--- src/rtl/csa_pkg.sv ---
// Package csa_pkg
// Slice geometry for the square-root carry-select adder. Nominal slice
// widths are 2, 2, 3, 4, 5, ... from the least significant end; the last
// slice is truncated to the word. Assumes total widths of at least 1.
package csa_pkg;

    localparam int MAX_SLICES = 64;

    // Nominal (untruncated) width of slice idx.
    function automatic int nom_width(input int idx);
        return (idx < 2) ? 2 : idx + 1;
    endfunction

    // Lowest bit position covered by slice idx.
    function automatic int slice_base(input int idx);
        int acc;
        acc = 0;
        for (int j = 0; j < MAX_SLICES; j++)
            if (j < idx) acc += nom_width(j);
        return acc;
    endfunction

    // Actual width of slice idx inside a word of total bits.
    function automatic int slice_width(input int total, input int idx);
        int rem;
        rem = total - slice_base(idx);
        if (rem <= 0) return 0;
        return (rem < nom_width(idx)) ? rem : nom_width(idx);
    endfunction

    // Number of slices needed to cover total bits.
    function automatic int slice_count(input int total);
        int n;
        n = 0;
        for (int j = 0; j < MAX_SLICES; j++)
            if (slice_width(total, j) > 0) n++;
        return n;
    endfunction

endpackage

--- src/rtl/csa_ripple.sv ---
// Module csa_ripple
// W-bit ripple-carry adder. With ZERO_CIN=1 the carry-in is assumed to be
// tied low and bit 0 is a half adder; otherwise every bit is a full adder.
module csa_ripple #(
    parameter int W        = 4,
    parameter bit ZERO_CIN = 1'b0
) (
    input  logic [W-1:0] a,
    input  logic [W-1:0] b,
    input  logic         ci,
    output logic [W-1:0] s,
    output logic         co
);

    logic [W:0] cy;

    generate
        if (ZERO_CIN) begin : g_half_lsb
            // Half adder at bit 0; incoming carry is known to be zero.
            assign s[0]  = a[0] ^ b[0];
            assign cy[1] = a[0] & b[0];
            assign cy[0] = 1'b0;
        end else begin : g_full_lsb
            // Full adder at bit 0 fed by the external carry.
            assign cy[0] = ci;
            assign s[0]  = a[0] ^ b[0] ^ cy[0];
            assign cy[1] = (a[0] & b[0]) | (cy[0] & (a[0] ^ b[0]));
        end

        for (genvar i = 1; i < W; i++) begin : g_bit
            // Full adder for bit i.
            assign s[i]    = a[i] ^ b[i] ^ cy[i];
            assign cy[i+1] = (a[i] & b[i]) | (cy[i] & (a[i] ^ b[i]));
        end
    endgenerate

    assign co = cy[W];

    // Arithmetic checks on the ripple result.
    always_comb begin
        AST_RIPPLE_ARITH: assert ({co, s} == ((W+1)'(a) + (W+1)'(b) + (W+1)'(ZERO_CIN ? 1'b0 : ci)))
            else $error("ripple result mismatch");
        AST_HALF_CIN: assert (!ZERO_CIN || !ci)
            else $error("half-adder slice given nonzero carry");
    end

endmodule

--- src/rtl/csa_excess1.sv ---
// Module csa_excess1
// W-bit binary-to-excess-one converter: y = x + 1 modulo 2^W, built as an
// XOR/AND incrementer chain. Assumes W >= 2.
module csa_excess1 #(
    parameter int W = 3
) (
    input  logic [W-1:0] x,
    output logic [W-1:0] y
);

    // all_low[i] is 1 when x[i:0] are all ones.
    logic [W-2:0] all_low;

    assign y[0]       = ~x[0];
    assign all_low[0] = x[0];

    generate
        for (genvar i = 1; i < W; i++) begin : g_inc
            // Toggle bit i when every lower bit is one.
            assign y[i] = x[i] ^ all_low[i-1];
            if (i < W - 1) begin : g_chain
                // Extend the all-ones chain.
                assign all_low[i] = all_low[i-1] & x[i];
            end
        end
    endgenerate

    // Converter must equal an increment with wrap.
    always_comb begin
        AST_INC_WRAP: assert (y == W'(x + W'(1)))
            else $error("incrementer mismatch");
    end

endmodule

--- src/rtl/csa_select_slice.sv ---
// Module csa_select_slice
// One upper slice: a carry-in-zero ripple adder, an (W+1)-bit incrementer
// on its {carry, sum}, and a 2:1 select driven by the carry from below.
module csa_select_slice #(
    parameter int W = 3
) (
    input  logic [W-1:0] a,
    input  logic [W-1:0] b,
    input  logic         sel,
    output logic [W-1:0] s,
    output logic         co
);

    logic [W-1:0] s_zero;
    logic         c_zero;
    logic [W:0]   s_one;

    csa_ripple #(.W(W), .ZERO_CIN(1'b1)) u_rca (
        .a  (a),
        .b  (b),
        .ci (1'b0),
        .s  (s_zero),
        .co (c_zero)
    );

    csa_excess1 #(.W(W + 1)) u_inc (
        .x ({c_zero, s_zero}),
        .y (s_one)
    );

    // Pick the carry-in-one or carry-in-zero result.
    always_comb begin
        {co, s} = sel ? s_one : {c_zero, s_zero};
    end

    // Slice output is the zero-carry result offset by the select bit.
    always_comb begin
        AST_SLICE_SELECT: assert ({co, s} == (W+1)'({c_zero, s_zero} + (W+1)'(sel)))
            else $error("slice select mismatch");
        AST_SLICE_ROLLOVER: assert (!(sel && (&s_zero) && !c_zero) || ({co, s} == {1'b1, {W{1'b0}}}))
            else $error("slice rollover mismatch");
    end

endmodule

--- src/rtl/csa_sqrt_adder.sv ---
// Module csa_sqrt_adder
// Unsigned WIDTH-bit carry-select adder with square-root slice sizing.
// Slice 0 is a plain ripple adder on carry_in; every higher slice uses
// csa_select_slice, chained through the slice carries. Combinational.
module csa_sqrt_adder #(
    parameter int WIDTH = 16
) (
    input  logic [WIDTH-1:0] op_a,
    input  logic [WIDTH-1:0] op_b,
    input  logic             carry_in,
    output logic [WIDTH-1:0] sum,
    output logic             carry_out
);

    localparam int NSLICE = csa_pkg::slice_count(WIDTH);

    // slice_cy[k] is the carry into slice k.
    logic [NSLICE:0] slice_cy;

    assign slice_cy[0] = carry_in;

    generate
        for (genvar k = 0; k < NSLICE; k++) begin : g_slice
            localparam int SW = csa_pkg::slice_width(WIDTH, k);
            localparam int SB = csa_pkg::slice_base(k);
            if (k == 0) begin : g_low
                csa_ripple #(.W(SW), .ZERO_CIN(1'b0)) u_low (
                    .a  (op_a[SB +: SW]),
                    .b  (op_b[SB +: SW]),
                    .ci (slice_cy[0]),
                    .s  (sum[SB +: SW]),
                    .co (slice_cy[1])
                );
            end else begin : g_upper
                csa_select_slice #(.W(SW)) u_sel (
                    .a   (op_a[SB +: SW]),
                    .b   (op_b[SB +: SW]),
                    .sel (slice_cy[k]),
                    .s   (sum[SB +: SW]),
                    .co  (slice_cy[k+1])
                );
            end
        end
    endgenerate

    assign carry_out = slice_cy[NSLICE];

    // Whole-word result against a behavioural sum.
    always_comb begin
        AST_WORD_SUM: assert ({carry_out, sum} == ((WIDTH+1)'(op_a) + (WIDTH+1)'(op_b) + (WIDTH+1)'(carry_in)))
            else $error("word sum mismatch");
        AST_TOP_CARRY: assert (carry_out == (((WIDTH+1)'(op_a) + (WIDTH+1)'(op_b) + (WIDTH+1)'(carry_in)) >> WIDTH))
            else $error("carry out mismatch");
    end

endmodule

--- config.mk ---
export PLATFORM = sky130hd
export DESIGN_NAME = csa_sqrt_adder
export DESIGN_NICKNAME = d
export VERILOG_FILES = /design/src/rtl/csa_pkg.sv /design/src/rtl/csa_ripple.sv /design/src/rtl/csa_excess1.sv /design/src/rtl/csa_select_slice.sv /design/src/rtl/csa_sqrt_adder.sv
export SDC_FILE = /design/constraint.sdc
export NUM_CORES = 1
export LEC_CHECK = 0
export ABC_AREA = 1
export BUFFER_PORTS_ARGS = -buffer_cell sky130_fd_sc_hd__buf_2
export CORE_UTILIZATION = 48
export DETAILED_ROUTE_END_ITERATION = 10
export GPL_ROUTABILITY_DRIVEN = 0
export PLACE_DENSITY = 0.86
export REMOVE_ABC_BUFFERS = 1
export SETUP_SLACK_MARGIN = 0.15
export SYNTH_ARGS = -nofsm -noshare
export SYNTH_HDL_FRONTEND = slang
export SYNTH_SLANG_ARGS = --single-unit
--- constraint.sdc ---
create_clock -name vclk -period 4.15
set_clock_uncertainty 0.15 [all_clocks]
set_input_delay 0.415 -clock vclk [all_inputs]
set_output_delay 0.415 -clock vclk [all_outputs]
set_load 0.02 [all_outputs]
==> results of run 1 <==
==> report_power, final <==
part	total, mW	internal [mW]	leakage, nW	switching, mW
sequential	0	0	0	0
clock	0	0	0	0
combinational	0.299	0.116	0.744	0.184
==> worst max-delay path: cells and delay by family <==
kind	cells	cell delay (ns)
buffers and inverters	5	0.41
AND/OR/NAND/NOR	3	0.29
adder cells (fa/ha/maj)	5	1.63
XOR/XNOR	1	0.23
==> worst min-delay path by stage <==
stage	start	endpoint
6_report	carry_in	sum[0]
5_1_grt	carry_in	sum[0]
4_1_cts	carry_in	sum[0]
3_5_place_dp	carry_in	sum[0]
3_3_place_gp	carry_in	sum[0]
2_1_floorplan	carry_in	sum[0]
==> placed cells by master, fill, tap and decap left out <==
master   Yosys  routed
mux2_2       1       1
xor2_1       1       1
nand2_8      1       1
nand3_1     12      12
nor2_1       3       3
nand2_4      5       5
xnor2_1      4       4
buf_2        0      50
fa_1        12      12
nand3_4      2       2
inv_2        1       1
xor2_2       1       1
nand2_1     10      10
a21oi_1      3       3
o21ai_0      1       1
nand3_2      2       2
ha_1        14      14
nand2_2      1       1
inv_1       37      37
==> layer usage <==
metal	vias to the layer above	global-route usage, %	wire, microns
met5	-	0	0
met4	0	1.818	4
met3	2	0	82
met2	39	40.58	950
met1	378	20.20	706
li1	432	-	-
==> cells in the mapped netlist <==
| cell | instances |
|---|---|
| nand3_1 | 12 |
| nand2_8 | 1 |
| xor2_1 | 1 |
| inv_2 | 1 |
| a21oi_1 | 3 |
| nor2_1 | 3 |
| nand3_2 | 2 |
| nand2_4 | 5 |
| ha_1 | 14 |
| nand2_1 | 10 |
| xor2_2 | 1 |
| inv_1 | 37 |
| fa_1 | 12 |
| o21ai_0 | 1 |
| mux2_2 | 1 |
| nand3_4 | 2 |
| nand2_2 | 1 |
| xnor2_1 | 4 |
==> through the flow <==
| step | instance area, sq um | worst slack, ns |
|---|---|---|
| CTS | 1177 | 0.5940 |
| global route | 1177 | 0.4745 |
| global placement | 1177 | 0.6885 |
| floorplan | 895.9 | 0.8877 |
| finish | 1177 | 0.6031 |
| detailed placement | 1177 | 0.5896 |
==> kinds of logic after synthesis <==
kind of cell / share of synthesized area, %
buf+inv: 15.92
xor+xnor: 6.704
compound gates: 2.234
simple gates: 27.51
fa+ha+maj: 46.37
mux: 1.257
==> area by class of cell <==
| type | instances | share of cell area (%) |
|---|---|---|
| inverters | 38 | 12.11 |
| multi-input cells | 73 | 63.97 |
| well taps | 25 | 2.657 |
| repair buffers | 50 | 21.25 |
==> impl_results.md, run 1 <==
* Clock buffer cells at 0
* CP Capture Point: carry_out
* Diodes inserted at 0
* Hold Path Class: in2out
* Status: finished clean
* Core Box Area at 1745 sq um
* Crit Path Class: in2out
* WHS at 1.059 ns
* Seq/Total Area, Yosys at 0%
* Power per Cell Area at 254.4 nW/um^2
* Critical path data arrival time at 2.98 ns
* Detailed-router iteration count before antenna repair at 6
* FF/Latch Area at 0 sq um
* Ys Warns at 0
* Max-Cap Viols at 0
* Multi-input logic area at 753.2 sq um
* Vias in the first global route at 805
* Die width at 45.20 microns
* Max Transition Viols Final at 0
* CP Max Fanout at 6
* Slew @ Worst Pin at 0.2652 ns
* CP endpoint kind: primary output
* Routed WL at 1.744 mm
* P&R area growth vs syn at 31.42%
* Hold Violations, Final at 0
* Mapped Area at 895.9 sq um
* Top-Level Pins at 50
* Total GRT Usage at 18.73%
* Area share of the largest cell type after synthesis at 26.82%
* Cell taking the most area after synthesis: fa_1
* Final std cells w/o fill at 186
* Nets@finish at 222
* Number of antenna-violating nets in the routed design at 0
* Syn Inst Count at 111
* Die Y at 45.20 microns
* Share of layout cells above drive strength 1 at 39.75%
* Endpoints failing setup at 0
* Final Critical Period at 3.547 ns
* Global-route wire length before repair at 2.953 mm
* I/O Buffers at 50
* Critical-path cell list: buf_2, ha_1, inv_1, fa_1, fa_1, fa_1, inv_1, ha_1, xor2_2, inv_1, nand3_2, nand3_1, nand2_1, buf_2
* Initial core utilization at 51.33%
* Power Total at 0.2995 mW
* Wire per inst at 9.376 microns
* CTS Hold Bufs at 0
* Final Core Density at 67.46%
* Slew headroom at 82.19%
* Post-route setup TNS at 0 ns
* Worst setup startpoint: op_b[7]
* CP required at 3.59 ns
* Peak supply drop at 0.1719 mV
* P_leak at 0.7436 nW
* Avg Synthesized Cell Area at 8.071 sq um
* Row count at 15
* Slowest CP cell: fa_1
* Post-synthesis cell type count at 18
* Post-CTS Setup Bufs at 0
* DR vias at 851
* Hold-critical path depth at 3
* DR iter-0 viols at 13
* Post-DP HPWL at 1.623 mm
* Placed cells at 186
* GRT overflow at 0
* Largest net degree at the start of global routing at 10
* Slowest stage delay, CP at 0.51 ns
* Drt drc at 0
* Filler Cell Count at 143
* Seq Cell Count at 0
* Total Die Area at 2043 sq um
* CP startpoint kind: primary input
* Post-CTS Resized at 0
* Initial antenna violation count at 0
* Synth area leaders: fa_1, ha_1, inv_1
* Vias per cell at 4.575
* Period utilization at 85.47%
* Max Freq at 281.9 MHz
* RSZ-0062 raised after global routing: no
(Power assumes the default switching activity.)
==> inputs of run 2 (changes only) <==
Settings changed: ABC_AREA 1 to not set, CORE_UTILIZATION 48 to 47, PLACE_DENSITY 0.86 to 0.85.
==> run 2 against run 1 <==
Compared with the run above:
- combinational power fell by 18%
- power fell by 18%
- non-clock buffer count rose by 1
- highest routed layer is now met3
- global-route usage fell by 2.1 points
- sequential cell count did not move
- largest cell class unchanged
- die area fell by 2.2%
- hold slack improved by 0.014 ns
- final area rose by 0.53%
==> impl_results.md, run 2 <==
* Status: finished clean
* DR vias at 787
* Slew @ Worst Pin at 0.4761 ns
* Hold Path Class: in2out
* Largest family of logic cells by synthesized area: adder cells
* Routed WL at 1.603 mm
* Slowest stage delay, CP at 0.44 ns
* CP startpoint kind: primary input
* Core Box Area at 1727 sq um
* Power Total at 0.2459 mW
* Post-route setup TNS at 0 ns
* Compound-cell area share of the yosys netlist at 7.299%
* Crit Path Class: in2out
* Max Freq at 261.3 MHz
* P_leak at 0.6641 nW
* Die width at 44.71 microns
* Most numerous cell in the Yosys netlist: inv_1
* Seq Cell Count at 0
* RSZ-0062 raised after global routing: yes
* Max Transition Viols Final at 0
* FF/Latch Area at 0 sq um
* P&R area growth vs syn at 38.10%
* GRT overflow at 0
* Cell taking the most area after synthesis: fa_1
* Multiplexer share of the synthesized area at 11.82%
* Most frequent cells after synthesis: inv_1, ha_1, fa_1
* Max-Cap Viols at 0
* Ys Warns at 0
* Most frequent cells in the layout: buf_2, inv_1, ha_1, fa_1, mux2_2
* Global-route wire length before repair at 2.580 mm
* Clock buffer cells at 0
* Final Critical Period at 3.826 ns
* Row count at 15
* Total Die Area at 1999 sq um
* CP Max Fanout at 5
* Slowest CP cell: fa_1
* Seq/Total Area, Yosys at 0%
* Synth area leaders: fa_1, ha_1, inv_1
* Top-Level Pins at 50
* CTS Hold Bufs at 0
* Wire per inst at 9.374 microns
* Avg Synthesized Cell Area at 9.022 sq um
* Endpoints failing setup at 0
* Most common cell after layout, fill and taps aside: buf_2
* Multi-input logic area at 775.7 sq um
* Design area at 1184 sq um
* Syn Inst Count at 95
* Period utilization at 92.20%
* Mapped Area at 857.1 sq um
* Slew headroom at 68.15%
* Synth Area in Simple Gates at 10.80%
* Largest net degree at the start of global routing at 8
* Hold Violations, Final at 0
* Die Y at 44.71 microns
* I/O Buffers at 50
* Synth Area in XOR/XNOR at 8.029%
* Diodes inserted at 0
* Area share of the largest cell type after synthesis at 28.03%
* Filler Cell Count at 163
* Peak supply drop at 0.1525 mV
* CP endpoint kind: primary output
* Post-DP HPWL at 1.541 mm
* Initial core utilization at 49.64%
* Critical path data arrival time at 3.26 ns
* Synth Area in Adders at 48.47%
* Vias per cell at 4.602
* Critical-path cell list: buf_2, ha_1, inv_1, fa_2, fa_2, inv_1, fa_1, inv_1, fa_1, inv_2, ha_4, or4b_1, o311a_1, a221oi_2, buf_4
* Area post-placement at 1139 sq um
* Post-synthesis cell type count at 21
* Power per Cell Area at 207.7 nW/um^2
* Detailed-router iteration count before antenna repair at 4
* Initial antenna violation count at 0
* Nets@finish at 207
* CP required at 3.59 ns
* Total GRT Usage at 16.67%
* Share of layout cells above drive strength 1 at 46.58%
* Drt drc at 0
* Critical path's most frequent cell: inv_1
* Vias in the first global route at 733
* DR iter-0 viols at 6
* Number of antenna-violating nets in the routed design at 0
[run 2: cell types whose count changed after synthesis, moves of 2 or more]
cell and change:
nand2_4 -5, a21oi_1 -3, o21ai_0 +3, nand2_1 -4
mux2_2 +6, nand3_1 -12, nand3_4 -2, nand3_2 -2
inv_1 -6
[run 2: cell type report]
cell class | count | area share [%]
multi-input cells | 64 | 65.54
repair buffers | 51 | 21.99
inverters | 31 | 9.831
well taps | 25 | 2.643
[run 2: routing by layer]
metal	up-vias	wire, microns	share of wire, %	GRT usage (%)
met5	-	0	0	0
met1	365	556	35	16.58
met2	24	973	61	38.82
li1	398	-	-	-
met4	0	0	0	0
met3	0	73	4.6	0
[run 2: timing repair]
action,CTS,global route
setup buffers,0,1
pin swaps,0,2
gates resized for setup,2,6
endpoints found under the setup margin,1,5
[run 2: final timing paths]
check,from,to,slack [ns],cells past startpoint
worst max-delay path,op_b[11],carry_out,0.32,15
worst min-delay path,carry_in,sum[0],1.07,3
[run 2: per-stage QoR]
stage,utilization (%),hold WS (ns),std cells,setup slack (ns)
after floorplan,-,0.9334,95,0.1908
after global placement,65.94,1.061,170,0.2375
after detailed placement,65.94,1.081,170,0.1330
after CTS,66.45,1.082,170,0.1754
after global routing,68.55,1.104,171,0.1192
final,68.55,1.073,171,0.3237
[run 2: power breakdown]
part	switching (mW)	total (mW)	internal, mW
clock	0	0	0
sequential	0	0	0
combinational	0.140	0.246	0.106
[run 2: kinds of logic after synthesis]
group                    Yosys count
adder cells (fa/ha/maj)           26
AO/OA/AOI/OAI                      8
multiplexers                       8
XOR/XNOR                           7
AND/OR/NAND/NOR                   15
buffers and inverters             31
[run 2: critical path, delay by kind of cell]
family / cells / cell delay, ns
buf+inv: 6 / 0.52
compound gates: 2 / 0.40
fa+ha+maj: 6 / 1.51
simple gates: 1 / 0.43
